--- src/rtl/chop_pkg.sv ---
// Shared types and helpers for the chopping controller.
// Assumes every time is expressed in tenths of a microsecond.
package chop_pkg;

    typedef enum logic [1:0] {
        PH_IDLE  = 2'd0,
        PH_BLANK = 2'd1,
        PH_ON    = 2'd2,
        PH_OFF   = 2'd3
    } ph_state_e;

    // Ratio code that allows both phases to chop together.
    localparam logic [3:0] SYNC_CODE = 4'h8;

    // Converts a time in tenths of a microsecond into clock cycles, minimum 1.
    function automatic int unsigned tenths_to_cyc(input int unsigned clk_hz,
                                                  input int unsigned tenths);
        int unsigned c;
        c = ((clk_hz / 1000) * tenths) / 10000;
        return (c == 0) ? 1 : c;
    endfunction

endpackage

--- src/rtl/chop_offsel.sv ---
// Off-time selector: maps a current-ratio code to an off-time in cycles.
// The microstep variant has three levels and the full/half variant has one.
// Assumes OFF_HI >= OFF_MID >= OFF_LO >= 1 and that all fit in CNT_W bits.
module chop_offsel #(
    parameter int unsigned CNT_W   = 8,
    parameter bit          MICRO   = 1'b1,
    parameter int unsigned OFF_HI  = 120,
    parameter int unsigned OFF_MID = 90,
    parameter int unsigned OFF_LO  = 70
) (
    input  logic [3:0]       code,
    output logic [CNT_W-1:0] off_cyc
);
    generate
        if (MICRO) begin : g_micro
            // Three-level decode on the upper code range boundaries.
            always_comb begin
                if (code[3])
                    off_cyc = CNT_W'(OFF_HI);
                else if (code[2])
                    off_cyc = CNT_W'(OFF_MID);
                else
                    off_cyc = CNT_W'(OFF_LO);
            end
        end else begin : g_single
            logic unused_code;
            assign unused_code = ^code;
            // A single off-time for every code.
            assign off_cyc = CNT_W'(OFF_HI);
        end
    endgenerate
endmodule

--- src/rtl/chop_phase.sv ---
// One phase of the chopper: idle, blanking, on, and fixed off-time states.
// kill forces idle with no pulse. In sync mode the shared trip ends the
// on-time and reloads the off-time of any active phase.
// Assumes BLANK_CYC >= 1 and off_cyc >= 1.
module chop_phase
    import chop_pkg::*;
#(
    parameter int unsigned CNT_W     = 8,
    parameter int unsigned BLANK_CYC = 17
) (
    input  logic             clk,
    input  logic             rst_n,
    input  logic             kill,
    input  logic             comp,
    input  logic             sync_mode,
    input  logic             sync_trip,
    input  logic [CNT_W-1:0] off_cyc,
    output logic             gate_on,
    output logic             pwm_off,
    output logic             trip_req
);
    ph_state_e        st, st_n;
    logic [CNT_W-1:0] cnt, cnt_n;
    logic             enter_off;
    logic             pulse_n;

    // Next state and counter for one chopping cycle.
    always_comb begin
        st_n      = st;
        cnt_n     = cnt;
        enter_off = 1'b0;
        case (st)
            PH_IDLE: begin
                if (!kill) begin
                    st_n  = PH_BLANK;
                    cnt_n = '0;
                end
            end
            PH_BLANK: begin
                if (sync_mode && sync_trip)
                    enter_off = 1'b1;
                else if (cnt == CNT_W'(BLANK_CYC - 1))
                    st_n = PH_ON;
                else
                    cnt_n = cnt + 1'b1;
            end
            PH_ON: begin
                if (sync_mode ? sync_trip : comp)
                    enter_off = 1'b1;
            end
            default: begin
                if (sync_mode && sync_trip)
                    enter_off = 1'b1;
                else if (cnt == '0) begin
                    st_n  = PH_BLANK;
                    cnt_n = '0;
                end else
                    cnt_n = cnt - 1'b1;
            end
        endcase
        if (enter_off) begin
            st_n  = PH_OFF;
            cnt_n = off_cyc - 1'b1;
        end
        if (kill) begin
            st_n  = PH_IDLE;
            cnt_n = '0;
        end
    end

    assign pulse_n = enter_off && !kill && (st == PH_BLANK || st == PH_ON);

    // State, counter and off-pulse registers.
    always_ff @(posedge clk) begin
        if (!rst_n) begin
            st      <= PH_IDLE;
            cnt     <= '0;
            pwm_off <= 1'b0;
        end else begin
            st      <= st_n;
            cnt     <= cnt_n;
            pwm_off <= pulse_n;
        end
    end

    assign gate_on  = (st == PH_BLANK) || (st == PH_ON);
    assign trip_req = (st == PH_ON) && comp;

    assert_pulse_single_R7: assert property (@(posedge clk) disable iff (!rst_n)
        pwm_off |=> !pwm_off);
    assert_pulse_gate_low_R7: assert property (@(posedge clk) disable iff (!rst_n)
        pwm_off |-> !gate_on);
    assert_kill_off_R6: assert property (@(posedge clk) disable iff (!rst_n)
        kill |=> (!gate_on && !pwm_off));
    assert_blank_hold_R2: assert property (@(posedge clk) disable iff (!rst_n)
        (st == PH_BLANK && !kill && !(sync_mode && sync_trip)) |=> gate_on);
endmodule

--- src/rtl/chop_ctrl.sv ---
// Two-phase fixed off-time chopping controller (top).
// Holds one chop_phase and one off-time selector per phase. It combines the
// trip requests into a shared trip for synchronous mode (both codes 8).
// Assumes the comparator inputs are already synchronous to clk.
module chop_ctrl
    import chop_pkg::*;
#(
    parameter int unsigned CLK_HZ = 10_000_000,
    parameter bit          MICRO  = 1'b1
) (
    input  logic       clk,
    input  logic       rst_n,
    input  logic       hold_off,
    input  logic       sync_en,
    input  logic       cmp_a,
    input  logic       cmp_b,
    input  logic [3:0] ratio_a,
    input  logic [3:0] ratio_b,
    output logic       gate_a,
    output logic       gate_b,
    output logic       offpulse_a,
    output logic       offpulse_b
);
    localparam int          NPH       = 2;
    localparam int unsigned BLANK_CYC = tenths_to_cyc(CLK_HZ, MICRO ? 17 : 32);
    localparam int unsigned OFF_HI    = tenths_to_cyc(CLK_HZ, 120);
    localparam int unsigned OFF_MID   = tenths_to_cyc(CLK_HZ, 90);
    localparam int unsigned OFF_LO    = tenths_to_cyc(CLK_HZ, 70);
    localparam int unsigned CNT_MAX   = (OFF_HI > BLANK_CYC) ? OFF_HI : BLANK_CYC;
    localparam int unsigned CNT_W     = $clog2(CNT_MAX + 1);

    logic [3:0] code   [NPH];
    logic [NPH-1:0] comp, gate, pulse, trip;
    logic sync_act, sync_trip;

    assign code[0] = ratio_a;
    assign code[1] = ratio_b;
    assign comp    = {cmp_b, cmp_a};

    // Synchronous chopping applies only to the two-phase hold code on both phases.
    assign sync_act  = sync_en && (ratio_a == SYNC_CODE) && (ratio_b == SYNC_CODE);
    assign sync_trip = |trip;

    generate
        for (genvar p = 0; p < NPH; p++) begin : g_ph
            logic [CNT_W-1:0] off_cyc;

            chop_offsel #(
                .CNT_W  (CNT_W),
                .MICRO  (MICRO),
                .OFF_HI (OFF_HI),
                .OFF_MID(OFF_MID),
                .OFF_LO (OFF_LO)
            ) u_sel (
                .code   (code[p]),
                .off_cyc(off_cyc)
            );

            chop_phase #(
                .CNT_W    (CNT_W),
                .BLANK_CYC(BLANK_CYC)
            ) u_ph (
                .clk      (clk),
                .rst_n    (rst_n),
                .kill     (hold_off || (code[p] == 4'h0)),
                .comp     (comp[p]),
                .sync_mode(sync_act),
                .sync_trip(sync_trip),
                .off_cyc  (off_cyc),
                .gate_on  (gate[p]),
                .pwm_off  (pulse[p]),
                .trip_req (trip[p])
            );
        end
    endgenerate

    assign gate_a     = gate[0];
    assign gate_b     = gate[1];
    assign offpulse_a = pulse[0];
    assign offpulse_b = pulse[1];

    assert_code0_off_R5: assert property (@(posedge clk) disable iff (!rst_n)
        (ratio_a == 4'h0) |=> (!gate_a && !offpulse_a));
    assert_sync_pair_a_R9: assert property (@(posedge clk) disable iff (!rst_n)
        ($past(sync_act && gate_a && gate_b && !hold_off) && offpulse_a) |-> offpulse_b);
    assert_sync_pair_b_R9: assert property (@(posedge clk) disable iff (!rst_n)
        ($past(sync_act && gate_a && gate_b && !hold_off) && offpulse_b) |-> offpulse_a);
    assert_indep_R10: assert property (@(posedge clk) disable iff (!rst_n)
        ($past(!sync_act && gate_a && !cmp_a && !hold_off && ratio_a != 4'h0)) |-> gate_a);
endmodule

--- config.mk ---
export PLATFORM = sky130hd
export DESIGN_NAME = chop_ctrl
export DESIGN_NICKNAME = d
export VERILOG_FILES = /design/src/rtl/chop_pkg.sv /design/src/rtl/chop_offsel.sv /design/src/rtl/chop_phase.sv /design/src/rtl/chop_ctrl.sv
export SDC_FILE = /design/constraint.sdc
export NUM_CORES = 1
export LEC_CHECK = 0
export BUFFER_PORTS_ARGS = -buffer_cell sky130_fd_sc_hd__buf_2
export CORE_MARGIN = 3
export CORE_UTILIZATION = 30
export DETAILED_ROUTE_END_ITERATION = 10
export GPL_TIMING_DRIVEN = 1
export PLACE_DENSITY = 0.51
export SYNTH_ARGS = -nofsm -noshare
export SYNTH_HDL_FRONTEND = slang
export SYNTH_SLANG_ARGS = --single-unit
export TNS_END_PERCENT = 30
--- constraint.sdc ---
create_clock -name clk -period 2.7 [get_ports clk]
set_input_delay 0.675 -clock clk [delete_from_list [all_inputs] [get_ports clk]]
set_output_delay 0.675 -clock clk [all_outputs]
set_load 0.01 [all_outputs]
**Word-level counts from Yosys, hierarchy flattened**

Cells that the tools add are included.

- Add/sub/neg operators: 6
- $mul: 0
- Divide/modulo/power cells: 0
- Magnitude comparators: 0
- Eq/ne operators: 18
- Shift operators: 0
- Muxes and demuxes: 35
- Bitwise gates (word level): 1
- Reduce and logical (&&, ||, !) cells: 30

Operators with widths:

| kind | count |
|---|---|
| two-way mux 7 bit | 12 |
| case mux 7 bit (3 select lines) | 2 |
| subtractor 7 x 1 -> 7 bit, second input constant | 4 |
| two-way mux 2 bit | 10 |
| inequality test 3 x 2 -> 1 bit, second input constant | 5 |
| adder 7 x 1 -> 7 bit, second input constant | 2 |
| == test 7 x 5 -> 1 bit, second input constant | 2 |
| logical NOT 7 bit | 2 |
| case mux 2 bit (3 select lines) | 2 |
| two-way mux 5 bit | 2 |
| AND reduction 5 bit | 2 |
| logical AND 1 bit | 9 |
| inequality test 3 x 1 -> 1 bit, second input constant | 3 |
| == test 4 bit, second input constant | 2 |
| logical NOT 4 bit | 2 |
| AND reduction 4 bit | 2 |
| nonzero test 4 bit | 2 |
| OR reduction 2 bit | 3 |
| two-way mux 1 bit | 5 |
| == test 2 x 1 -> 1 bit, second input constant | 2 |
| == test 2 bit, second input constant | 2 |
| logical NOT 2 bit | 2 |
| logical OR 1 bit | 4 |
| inequality test 2 x 1 -> 1 bit, second input constant | 2 |
| other kinds (3) | 5 |

- Register bits: 20
- Latch bits: 0
- Bits in writable memories: 0
- ROM bits: 0
- Input port bits: 14
- Output and inout port bits: 4
- Logic and storage cells: 96
- Memories: 0

**Depth between registers and ports, before layout**

Gate-level depths: netlist of run 1.

- Word-level depth: 8
- Mapped depth: 9
- Depth with buffers taken out: 7

**By module**

Synthesis of run 1 repeated with hierarchy kept, for this count alone.

- Cell total of the unflattened synthesis: 267
- Area, all modules: 2182.1 sq um

Modules (own cells, without submodules):

| module | times used | cells each | area an instance (sq um) |
|---|---|---|---|
| chop_phase at g_ph[0].u_ph | 1 | 121 | 1013.5 |
| chop_phase at g_ph[1].u_ph | 1 | 121 | 1012.2 |
| chop_offsel | 2 | 9 | 51.3 |
| chop_ctrl | 1 | 7 | 53.8 |

**Worst setup path before layout of run 1**

OpenSTA, ideal clock, no wires.

- Path type: input -> register
- From: in ratio_a[2]
- To: reg g_ph[1].u_ph.cnt[5]
- Library setup time: 0.116 ns
- Data arrival time: 2.661 ns
- Data required time: 2.584 ns
- Setup slack: -0.077 ns
- Stages: 7
- Cells stage by stage: or4b_4 or4_4 buf_6 mux2_4 and2_4 buf_6 a41o_1

- Cells in the longest elaborated chain, start to end: 8
- Elaborated cells on any way between the ends: 14

Ends and longest elaborated chain:

| what | RTL line | source |
|---|---|---|
| start: declaration | chop_ctrl.sv:17 | `input logic [3:0] ratio_a,` |
| == test 4 bit * | chop_ctrl.sv:41 | `assign sync_act = sync_en && (ratio_a == SYNC_CODE) && (ratio_b == SYNC_CODE);` |
| logical AND 1 bit * (2 in series) | chop_ctrl.sv:41 |  |
| two-way mux 1 bit or logical AND 1 bit (tied branches) | chop_phase.sv:48, chop_phase.sv:40, chop_phase.sv:52 |  |
| two-way mux 1 bit (on tied branches) | chop_phase.sv:48, chop_phase.sv:40, chop_phase.sv:52 |  |
| case mux 1 bit (2 select lines) | chop_phase.sv:32 | `case (st)` |
| inequality test 3 x 2 -> 1 bit (no line), or another cell as far along | - |  |
| AND reduction 4 bit (no line) | - |  |
| end signal: assignment | chop_phase.sv:81 | `cnt <= cnt_n;` |
| end: declaration | chop_phase.sv:23 | `logic [CNT_W-1:0] cnt, cnt_n;` |

Every way passes the cells marked *; elsewhere a longest branch is shown, timed or not.
A chain may end at the register's enable or synchronous reset.

**Worst setup path after layout of run 1**

Ends and elaborated chain as after synthesis.

==> qor.yml, run 1 <==
clock_tree:
  cts_hold_repair.buffers: 0
  cts_setup_buffers: 0
  clk_pin_slew_ns: 0.08
  cts-root-buf: "clkbuf_8"
  cts_resized: 0
  cts.path.max_buffers: 2
  htreeDepth: 1
  insertion_delay_ns: 0.27
  cts_tree: "done"
  clock_sinks: 20
  cts_made_buffers: 3
power_and_ir_drop:
  vdd_ir_drop_max_uv: 157
  powerDensity_nw_per_um2: 298
  leakagePower_nw: 0.882
grt:
  grt_pass1_vias: 1849
  antenna_found_initial: 0
  grtUsageTotal_pct: 14.9
  grt_overflow: 0
  grt_max_degree: 13
  grt_pass1_wl_um: 8830
floorplan:
  coreArea_um2: 5990
  rows: 28
  dieArea_um2: 7260
  start_util_pct: 31.4
  ioPinCount: 18
  fp.dieH_um: 85.2
  chipWidth_um: 85.2
critical_path:
  critical_path_required_ns: 2.86
  r2r_cells: 7
  end_kind: "flop"
  worstPathArrival_ns: 2.61
  critPathLaunchType: "input port"
  startpoint: "ratio_a[2]"
  r2r_end: "g_ph[0].u_ph.st[0]"
  endpoint: "g_ph[1].u_ph.cnt[5]"
  path_class: "input port to flop"
  rrSetupSlack_ns: 0.33
  crit_fanout: 6
  r2r-start: "g_ph[0].u_ph.cnt[1]"
timing:
  finalSetupViolCount: 0
  holdWs_ns: 0.491
  finalCritPeriodShare_pct: 90.9
  drv_slew: 0
  rsz0062_at_grt: "false"
  skew_ns: 0.00815
  period_needed_ns: 2.45
  worst_pin_slew_ns: 0.844
  relSlewSlack_pct: 43.3
  worst_slack_ns: 0.245
  final_hold_viol_count: 0
  fmax_mhz: 407
drt:
  wl_per_cell_um: 14.9
  drc_errors: 0
  vias_per_cell: 5.58
  first_iter_violations: 105
  dr.pass1.iters: 4
  vias: 1969
  wl_um: 5260
  ant_nets: 0
layout:
  seqCellArea_um2: 400
  drive_gt1_share_pct: 21.2
  num_antenna_cells: 0
  syn_to_final_growth_pct: 16.8
  finish.instance_area_um2: 2200
  fin_nets: 304
  fillCellCount: 619
  multiInputGateArea_um2: 1350
logic_synthesis:
  yosysSeqAreaShare_pct: 21.3
  ys_async_sr_fraction_pct: 0
  synth-seq-cells: 20
  synth.cells.most_frequent: "o21ai_0 (23), dfxtp_1 (20), nand2_1 (17), nor2_1 (16)"
  synth_area_leaders: "dfxtp_1 (21%), ha_1 (6.6%), o21ai_0 (6.1%), a21oi_1 (4.0%), mux2i_1 (3.7%)"
  syn-num-nets: 275
  synthCells: 251
  synth_edf_count: 0
  synth_ff_type: "dfxtp_1"
  synth_cell_type_count: 59
  synth_warnings: 0
  netlist_area_um2: 1880
  synth_top_cell_area_share_pct: 21.3
  synth.largest_area_cell: "dfxtp_1"
  syn_area_per_cell_um2: 7.50
  synth.most_common_cell: "o21ai_0"
min_path:
  hold_depth: 2
  min_path_type: "flop to flop"
placement:
  dpl_cell_area_um2: 2160
  dpl_worst_slack_ns: -0.0428
  hpwl_um: 4170
  gp_congestion: 0.835
  io_buffers: 17
status:
  outcome: "completed"
run:
  cap_violations: 0
-- worst min-delay path by stage --
stage,startpoint,endpoint
4_1_cts,g_ph[1].u_ph.st[0],g_ph[1].u_ph.st[0]
6_report,g_ph[1].u_ph.st[1],g_ph[1].u_ph.st[1]
3_3_place_gp,g_ph[1].u_ph.st[1],g_ph[1].u_ph.st[1]
5_1_grt,g_ph[1].u_ph.st[1],g_ph[1].u_ph.st[1]
2_1_floorplan,g_ph[1].u_ph.st[1],g_ph[1].u_ph.st[1]
3_5_place_dp,g_ph[1].u_ph.st[0],g_ph[1].u_ph.st[0]
-- power by group --
| part | switching (mW) | total (mW) | internal (mW) | leakage (nW) |
|---|---|---|---|---|
| logic | 0.0815 | 0.141 | 0.0595 | 0.698 |
| registers | 0.00682 | 0.307 | 0.300 | 0.162 |
| clock network | 0.107 | 0.207 | 0.0998 | 0.0216 |
| total | 0.195 | 0.655 | 0.460 | 0.882 |
-- registers in the layout, summed over array words and instances, names as in the netlist --
signal and flops:
g_ph.u_ph.st 4, g_ph.u_ph.cnt 14, g_ph.u_ph.pwm_off 2
-- per-stage QoR --
| stage | setup TNS, ns | std cells | power (mW) | utilization (%) |
|---|---|---|---|---|
| after floorplan | -0.0492 | 251 | 0.401 | - |
| after global placement | -0.0842 | 350 | 0.457 | 36.0 |
| after detailed placement | -0.139 | 350 | 0.454 | 36.0 |
| after CTS | 0 | 353 | 0.659 | 36.7 |
| after global routing | 0 | 353 | 0.685 | 36.7 |
| final | 0 | 353 | 0.655 | 36.7 |
-- area by class of cell --
class | count | share of cell area, %
multi-input cells | 200 | 61.4
flip-flops and latches | 20 | 18.2
clock buffers | 3 | 1.88
well taps | 75 | 4.27
repair buffers | 40 | 11.7
inverters | 15 | 2.56
-- layer usage --
layer	up-vias	global-route usage [%]	wire length [um]
li1	1011	-	-
met1	912	21.0	2630
met2	39	23.2	2370
met3	7	2.14	190
met4	0	4.75	74
met5	-	0	0
-- cell usage in the layout (no fill, tap or decap), types with 10 or more instances in the layout --
master and n:
o21ai_0 23, buf_4 23, dfxtp_1 20, nand2_1 17
buf_2 17, nor2_1 16, inv_1 15, a21oi_1 15
nand3_1 11, ha_1 10
-- cell families after synthesis --
family          share of synthesized area, %
simple gates                            27.4
compound gates                          31.3
buf+inv                                 7.04
flops                                   21.3
mux                                     5.85
fa+ha+maj                               6.64
xor+xnor                               0.465
-- worst max-delay path, stage by stage --
cell,delay [ns]
buf_2,0.11
or4b_4,0.55
or4_4,0.54
mux2_4,0.35
and2_4,0.19
a41o_1,0.20
Power figures use the tool's default switching activity.
==> inputs of run 2 (changes only) <==
- ABC_AREA: unset -> 1
- CORE_MARGIN: 3 -> 4
- CTS_CLUSTER_DIAMETER: unset -> 120
==> run 2 against run 1 <==
Worst setup slack gained 0.50 ns. Maximum frequency is 26% higher. First-iteration DRC count decreased by 16%. Final cell count grew 19%. Clock skew rose by 0.0075 ns. Core utilization decreased by 1.7 points. Clock power increased by 52%. Critical endpoint unchanged. Via count down 1.3%. Global-route usage fell by 0.89 points.
==> qor.yml, run 2 <==
status:
  outcome: "completed"
clock_tree:
  htreeDepth: 1  # unchanged
  cts.path.max_buffers: 2  # unchanged
  cts_setup_buffers: 0  # unchanged
  clk_pin_slew_ns: 0.09  # about the same
  clock_sinks: 20  # unchanged
  insertion_delay_ns: 0.27  # about the same
  cts_made_buffers: 3  # unchanged
  cts_resized: 0  # unchanged
  cts_tree: "done"
  cts_hold_repair.buffers: 0  # unchanged
  cts-root-buf: "clkbuf_8"
critical_path:
  crit_fanout: 8  # +2
  r2r_cells: 10  # +3
  worstPathArrival_ns: 2.11  # -0.50 ns
  critical_path_required_ns: 2.86  # about the same
  path_class: "flop to flop"
  critPathLaunchType: "flop"
  end_kind: "flop"
logic_synthesis:
  yosysSeqAreaShare_pct: 21.0  # -0.31 points
  netlist_area_um2: 1910  # +1.5%
  synth_edf_count: 0  # unchanged
  synth.cells.most_frequent: "nand2_1 (89), nor2_1 (63), inv_1 (38), nand3_1 (31), dfxtp_1 (20)"
  synth-seq-cells: 20  # unchanged
  ys_async_sr_fraction_pct: 0  # unchanged
  synthAdderAreaFrac_pct: 6.55  # -0.096 points
  synth.most_common_cell: "nand2_1"
  syn-num-nets: 353  # +28%
  synth_ff_type: "dfxtp_1"
  synth_warnings: 0  # unchanged
  synth_top_family_by_area: "simple AND/OR/NAND/NOR gates"
  synth_compound_area_share_pct: 10.5  # -21 points
  synthCells: 329  # +31%
  synthMuxAreaShare_pct: 0  # -5.8 points
  syn_area_per_cell_um2: 5.81  # -23%
  synth_area_leaders: "dfxtp_1 (21%), nand2_1 (17%), nor2_1 (12%), nand3_1 (8.1%), inv_1 (7.5%)"
  synth_simple_gate_area_share_pct: 47.9  # +20 points
  synth_cell_type_count: 30  # -49%
  synthXorXnorAreaFrac_pct: 3.21  # +2.7 points
  synth_top_cell_area_share_pct: 21.0  # -0.31 points
  synth.largest_area_cell: "dfxtp_1"
min_path:
  hold_depth: 2  # unchanged
  min_path_type: "flop to flop"
power_and_ir_drop:
  vdd_ir_drop_max_uv: 248  # +57%
  powerDensity_nw_per_um2: 487  # +64%
  leakagePower_nw: 0.982  # +11%
timing:
  worst_slack_ns: 0.748  # +0.503 ns
  skew_ns: 0.0157  # +0.00750 ns
  worst_pin_slew_ns: 0.436  # -0.408 ns
  rsz0062_at_grt: "false"
  tns_ns: 0  # unchanged
  final_hold_viol_count: 0  # unchanged
  finalCritPeriodShare_pct: 72.3  # -19 points
  period_needed_ns: 1.95  # -0.503 ns
  finalSetupViolCount: 0  # unchanged
  relSlewSlack_pct: 70.7  # +27 points
  holdWs_ns: 0.505  # +0.0142 ns
  drv_slew: 0  # unchanged
  fmax_mhz: 512  # +26%
drt:
  wl_um: 4790  # -8.9%
  vias: 1944  # -1.3%
  first_iter_violations: 88  # -16%
  ant_nets: 0  # unchanged
  dr.pass1.iters: 4  # unchanged
  vias_per_cell: 4.64  # -17%
  wl_per_cell_um: 11.4  # -23%
  drc_errors: 0  # unchanged
layout:
  utilization_pct: 35.0  # -1.7 points
  drive_gt1_share_pct: 12.8  # -8.4 points
  final_common_cell: "nand2_1"
  reg_top3: "g_ph.u_ph.cnt x14, g_ph.u_ph.st x4, g_ph.u_ph.pwm_off x2"
  layout_common_cells: "nand2_1 (89), nor2_1 (63), inv_1 (38), nand3_1 (31), dfxtp_1 (20)"
  syn_to_final_growth_pct: 10.9
  num_antenna_cells: 0  # unchanged
  largest_reg_flops: 14  # unchanged
  fin_nets: 369  # +21%
  top_register: "g_ph.u_ph.cnt"
  fillCellCount: 684  # +11%
floorplan:
  coreArea_um2: 6060  # +1.2%
  chipWidth_um: 87.8  # +3.0%
  fp.dieH_um: 87.8  # +3.0%
  dieArea_um2: 7710  # +6.1%
  ioPinCount: 18  # unchanged
  rows: 28  # unchanged
  start_util_pct: 31.5  # +0.091 points
grt:
  grt_max_degree: 15  # +2
  grtUsageTotal_pct: 14.0  # -0.89 points
  antenna_found_initial: 0  # unchanged
  grt_pass1_wl_um: 8690  # -1.6%
  use_met2_pct: 23.5  # +0.26 points
  top_usage_layer: "met2"
  met3_usage_pct: 1.60  # -0.54 points
  grt_overflow: 0  # unchanged
  grtUsageMet1_pct: 18.6  # -2.4 points
  grt_pass1_vias: 1911  # +3.4%
placement:
  gp_congestion: 0.835  # about the same
  io_buffers: 17  # unchanged
  dpl_worst_slack_ns: 0.488  # +0.531 ns
  hpwl_um: 3850  # -7.8%
run:
  cap_violations: 0  # unchanged
run 2: cell count changes after synthesis, sizes merged, moves of 8 or more:
cell	before	now
nand2	17	96
inv	15	42
nor2	16	68
clkbuf	13	1
nand3	11	35
mux2i	8	0
a21oi	15	7
run 2: power by group:
part | internal, mW | total [mW] | switching [mW]
Sequential | 0.316 | 0.340 | 0.0241
Combinational | 0.134 | 0.379 | 0.245
Clock | 0.198 | 0.314 | 0.115
run 2: worst paths after layout:
path / from / end / slack [ns]
setup reg to reg: g_ph[1].u_ph.cnt[0] / g_ph[1].u_ph.cnt[5] / 0.75
hold / removal: g_ph[0].u_ph.st[1] / g_ph[0].u_ph.st[1] / 0.50
hold reg to reg: g_ph[0].u_ph.st[1] / g_ph[0].u_ph.st[1] / 0.50
setup / recovery: g_ph[1].u_ph.cnt[0] / g_ph[1].u_ph.cnt[5] / 0.75
run 2: routing by layer:
| layer | vias to the layer above | routed length [um] |
|---|---|---|
| li1 | 1072 | - |
| met1 | 839 | 2410 |
| met2 | 28 | 2190 |
| met3 | 5 | 136 |
| met4 | 0 | 55 |
| met5 | - | 0 |
run 2: cell families (layout without fill, tap and decap cells):
family | count (synthesis) | in the layout
DFF | 20 | 20
AOI/OAI and AO/OA | 33 | 33
buffers and inverters | 50 | 65
and+or+nand+nor | 209 | 209
adders and majority gates | 10 | 10
xor gates and xnor gates | 7 | 7
run 2: layout make-up:
type | instances | area, um2 | share of cell area [%]
multi-input combinational | 259 | 1300 | 61.5
clock buffer | 3 | 41.3 | 1.95
tap | 75 | 93.8 | 4.43
inverter | 44 | 165 | 7.79
clock inverter | 1 | 30.0 | 1.42
timing repair buffer | 17 | 85.1 | 4.01
sequential | 20 | 400 | 18.9
run 2: through the flow:
stage               instance area, um2  instances  total power [mW]
global placement                  2050        415             0.728
floorplan                         1910        329             0.640
CTS                               2120        419              1.05
finish                            2120        419              1.03
detailed placement                2050        415             0.727
global route                      2120        419              1.12
run 2: critical path, cell delays in order, from the launching register on:
cell     delay [ns]
dfxtp_1        0.46
inv_1          0.12
ha_1           0.24
nand3_1        0.15
inv_1          0.07
nand2_1        0.08
nor2_1         0.06
a31oi_2        0.28
nand2_2        0.17
nor2_1         0.15
nor2_1         0.05
==> inputs of run 3 (changes only) <==
- ABC_AREA: 1 -> 0
- clock period: 2.7 -> 1.77 ns (I/O delays scaled with it)
==> run 3 against run 2 <==
The run now ends with negative setup slack left. Final cell count fell by 1.9%. Wire length rose by 26%. Non-clock buffer count rose by 80. Total power rose by 20%. Combinational power fell by 17%. Via count rose by 14%. Global-route usage rose by 2.4 points. Clock skew fell by 0.013 ns. Critical endpoint unchanged. Largest power group is now clock.
==> qor.yml, run 3 (same netlist as run 1, synthesis figures left out) <==
timing:
  worst_slack_ns: -0.459  # -1.21 ns
  relSlewSlack_pct: 72.7  # +1.9 points
  finalSetupViolCount: 20  # +20
  drv_slew: 0  # unchanged
  rsz0062_at_grt: "true"
  period_needed_ns: 2.23
  worst_pin_slew_ns: 0.406  # -0.0295 ns
  fmax_mhz: 449
  finalCritPeriodShare_pct: 126
  final_hold_viol_count: 0  # unchanged
  skew_ns: 0.00299  # -0.0127 ns
critical_path:
  rrSetupSlack_ns: -0.37  # -1.12 ns
  cp_slowest_stage_delay_ns: 0.56  # +0.10 ns
  path_class: "input port to flop"
  cpMaxStageDelayCell: "or4_4"
  worstPathCellList: "buf_6 -> or4b_4 -> or4_4 -> mux2_4 -> and2_4 -> a41o_1"
  end_kind: "flop"
  crit_fanout: 5  # -3
  critical_path_required_ns: 1.92  # -0.94 ns
  worstPathArrival_ns: 2.38  # +0.27 ns
  critPathLaunchType: "input port"
layout:
  final_cell_count_no_fill: 411  # -1.9%
  syn_to_final_growth_pct: 50.2
  top_register: "g_ph.u_ph.cnt"
  layout_common_cells: "buf_4 (76), dfxtp_1 (20), o21ai_0 (19), nand2_1 (17)"
  drive_gt1_share_pct: 41.4  # +29 points
  fillCellCount: 605  # -12%
  largest_reg_flops: 14  # unchanged
  utilization_pct: 47.2  # +12 points
  num_antenna_cells: 0  # unchanged
  reg_top3: "g_ph.u_ph.cnt x14, g_ph.u_ph.st x4, g_ph.u_ph.pwm_off x2"
  fin_nets: 361  # -2.2%
  final_common_cell: "buf_4"
clock_tree:
  clk_pin_slew_ns: 0.08  # about the same
  clock_sinks: 20  # unchanged
  cts-root-buf: "clkbuf_8"
  insertion_delay_ns: 0.26  # about the same
  cts.path.max_buffers: 2  # unchanged
  cts_hold_repair.buffers: 0  # unchanged
  htreeDepth: 1  # unchanged
  cts_tree: "done"
  cts_made_buffers: 3  # unchanged
floorplan:
  coreArea_um2: 5990  # -1.2%
  chipWidth_um: 87.2  # -0.66%
  start_util_pct: 31.4  # -0.091 points
  fp.dieH_um: 87.2  # -0.66%
  ioPinCount: 18  # unchanged
  rows: 28  # unchanged
  dieArea_um2: 7610  # -1.3%
drt:
  ant_nets: 0  # unchanged
  wl_met3_um: 153  # +13%
  dr.pass1.iters: 4  # unchanged
  wl_per_cell_um: 14.7  # +29%
  first_iter_violations: 93  # +5.7%
  wl_met1_um: 2660  # +10%
  met2WireLength_um: 3130  # +43%
  drc_errors: 0  # unchanged
  vias: 2213  # +14%
  vias_per_cell: 5.38  # +16%
  wl_um: 6050  # +26%
  top_layer: "met4"
placement:
  dp_cells: 406  # -2.2%
  hpwl_um: 4830  # +26%
  io_buffers: 17  # unchanged
  gp_congestion: 0.880  # +5.5%
grt:
  grt_pass1_vias: 2229  # +17%
  grt_pass1_wl_um: 10100  # +16%
  grt_overflow: 0  # unchanged
  grt_max_degree: 13  # -2
  grtUsageTotal_pct: 16.4  # +2.4 points
  antenna_found_initial: 0  # unchanged
run:
  cap_violations: 0  # unchanged
min_path:
  min_path_type: "flop to flop"
power_and_ir_drop:
  clkPwrFrac_pct: 37.4  # +7.0 points
  switching_power_uw: 326  # -15%
  vdd_ir_drop_max_uv: 261  # +5.3%
  internal_power_uw: 919  # +42%
  power_frac_comb_pct: 25.4  # -11 points
  seqPwrFrac_pct: 37.2  # +4.3 points
  netSwitchingFraction_pct: 26.2  # -11 points
  powerDensity_nw_per_um2: 440  # -9.7%
  leakagePower_nw: 1.20  # +23%
status:
  failed_checks: "negative setup slack"
  outcome: "finished with violations"
## run 3: changes by cell type in the layout (fill, tap and decap cells not counted), sizes merged, moves of 24 or more
cell / change
buf: +80
nand2: -79
nor2: -52
inv: -27
nand3: -24
## run 3: final cells by class
cell class              instances  area (um2)  area share (%)
multi-input cells             200        1490            52.8
well taps                      75        93.8            3.32
inverters                      15        56.3            1.99
repair buffers                 97         713            25.2
flip-flops and latches         20         400            14.2
clock buffers                   3        41.3            1.46
clock inverters                 1        30.0            1.06
## run 3: critical path: cells and delay by family
family          cells  cell delay [ns]
simple gates        3             1.28
mux                 1             0.35
compound gates      1             0.21
buf+inv             1             0.10
## run 3: power by group through the flow
stage	sequential (mW)	combinational, mW	clock (mW)
floorplan	0.475	0.137	0
global placement	0.474	0.294	0
global route	0.465	0.348	0.487
detailed placement	0.474	0.296	0
CTS	0.463	0.304	0.482
finish	0.463	0.316	0.465
## run 3: stage by stage
step	total power, mW	hold WS (ns)	setup WS, ns	setup TNS [ns]	instance area [um2]
finish	1.24	0.518	-0.459	-6.97	2830
global route	1.30	0.538	-0.495	-7.84	2830
CTS	1.25	0.517	-0.467	-6.85	2740
detailed placement	0.770	0.506	-0.766	-13.39	2580
global placement	0.768	0.489	-0.718	-12.69	2580
floorplan	0.612	0.455	-0.741	-11.30	1880
## run 3: per-layer routing
layer  GRT usage [%]  up-vias
li1                -     1126
met1            18.9     1045
met2            31.0       34
met3            2.08        8
met4            5.30        0
met5               0        -
## run 3: path summary, 6_finish.rpt
check                            from                  end  depth (start not counted)
setup reg to reg   g_ph[0].u_ph.st[0]  g_ph[1].u_ph.cnt[5]                          7
setup / recovery           ratio_a[2]  g_ph[1].u_ph.cnt[5]                          6
hold reg to reg   g_ph[0].u_ph.cnt[6]  g_ph[0].u_ph.cnt[6]                          2
hold / removal    g_ph[0].u_ph.cnt[6]  g_ph[0].u_ph.cnt[6]                          2
## run 3: what timing repair did
item                                    4_1_cts  5_1_grt
endpoints found under the setup margin       20       20
gates resized for setup                      22       17
buffers inserted                              0        1
pin swaps                                     6        5
endpoints found under the hold margin         0        0
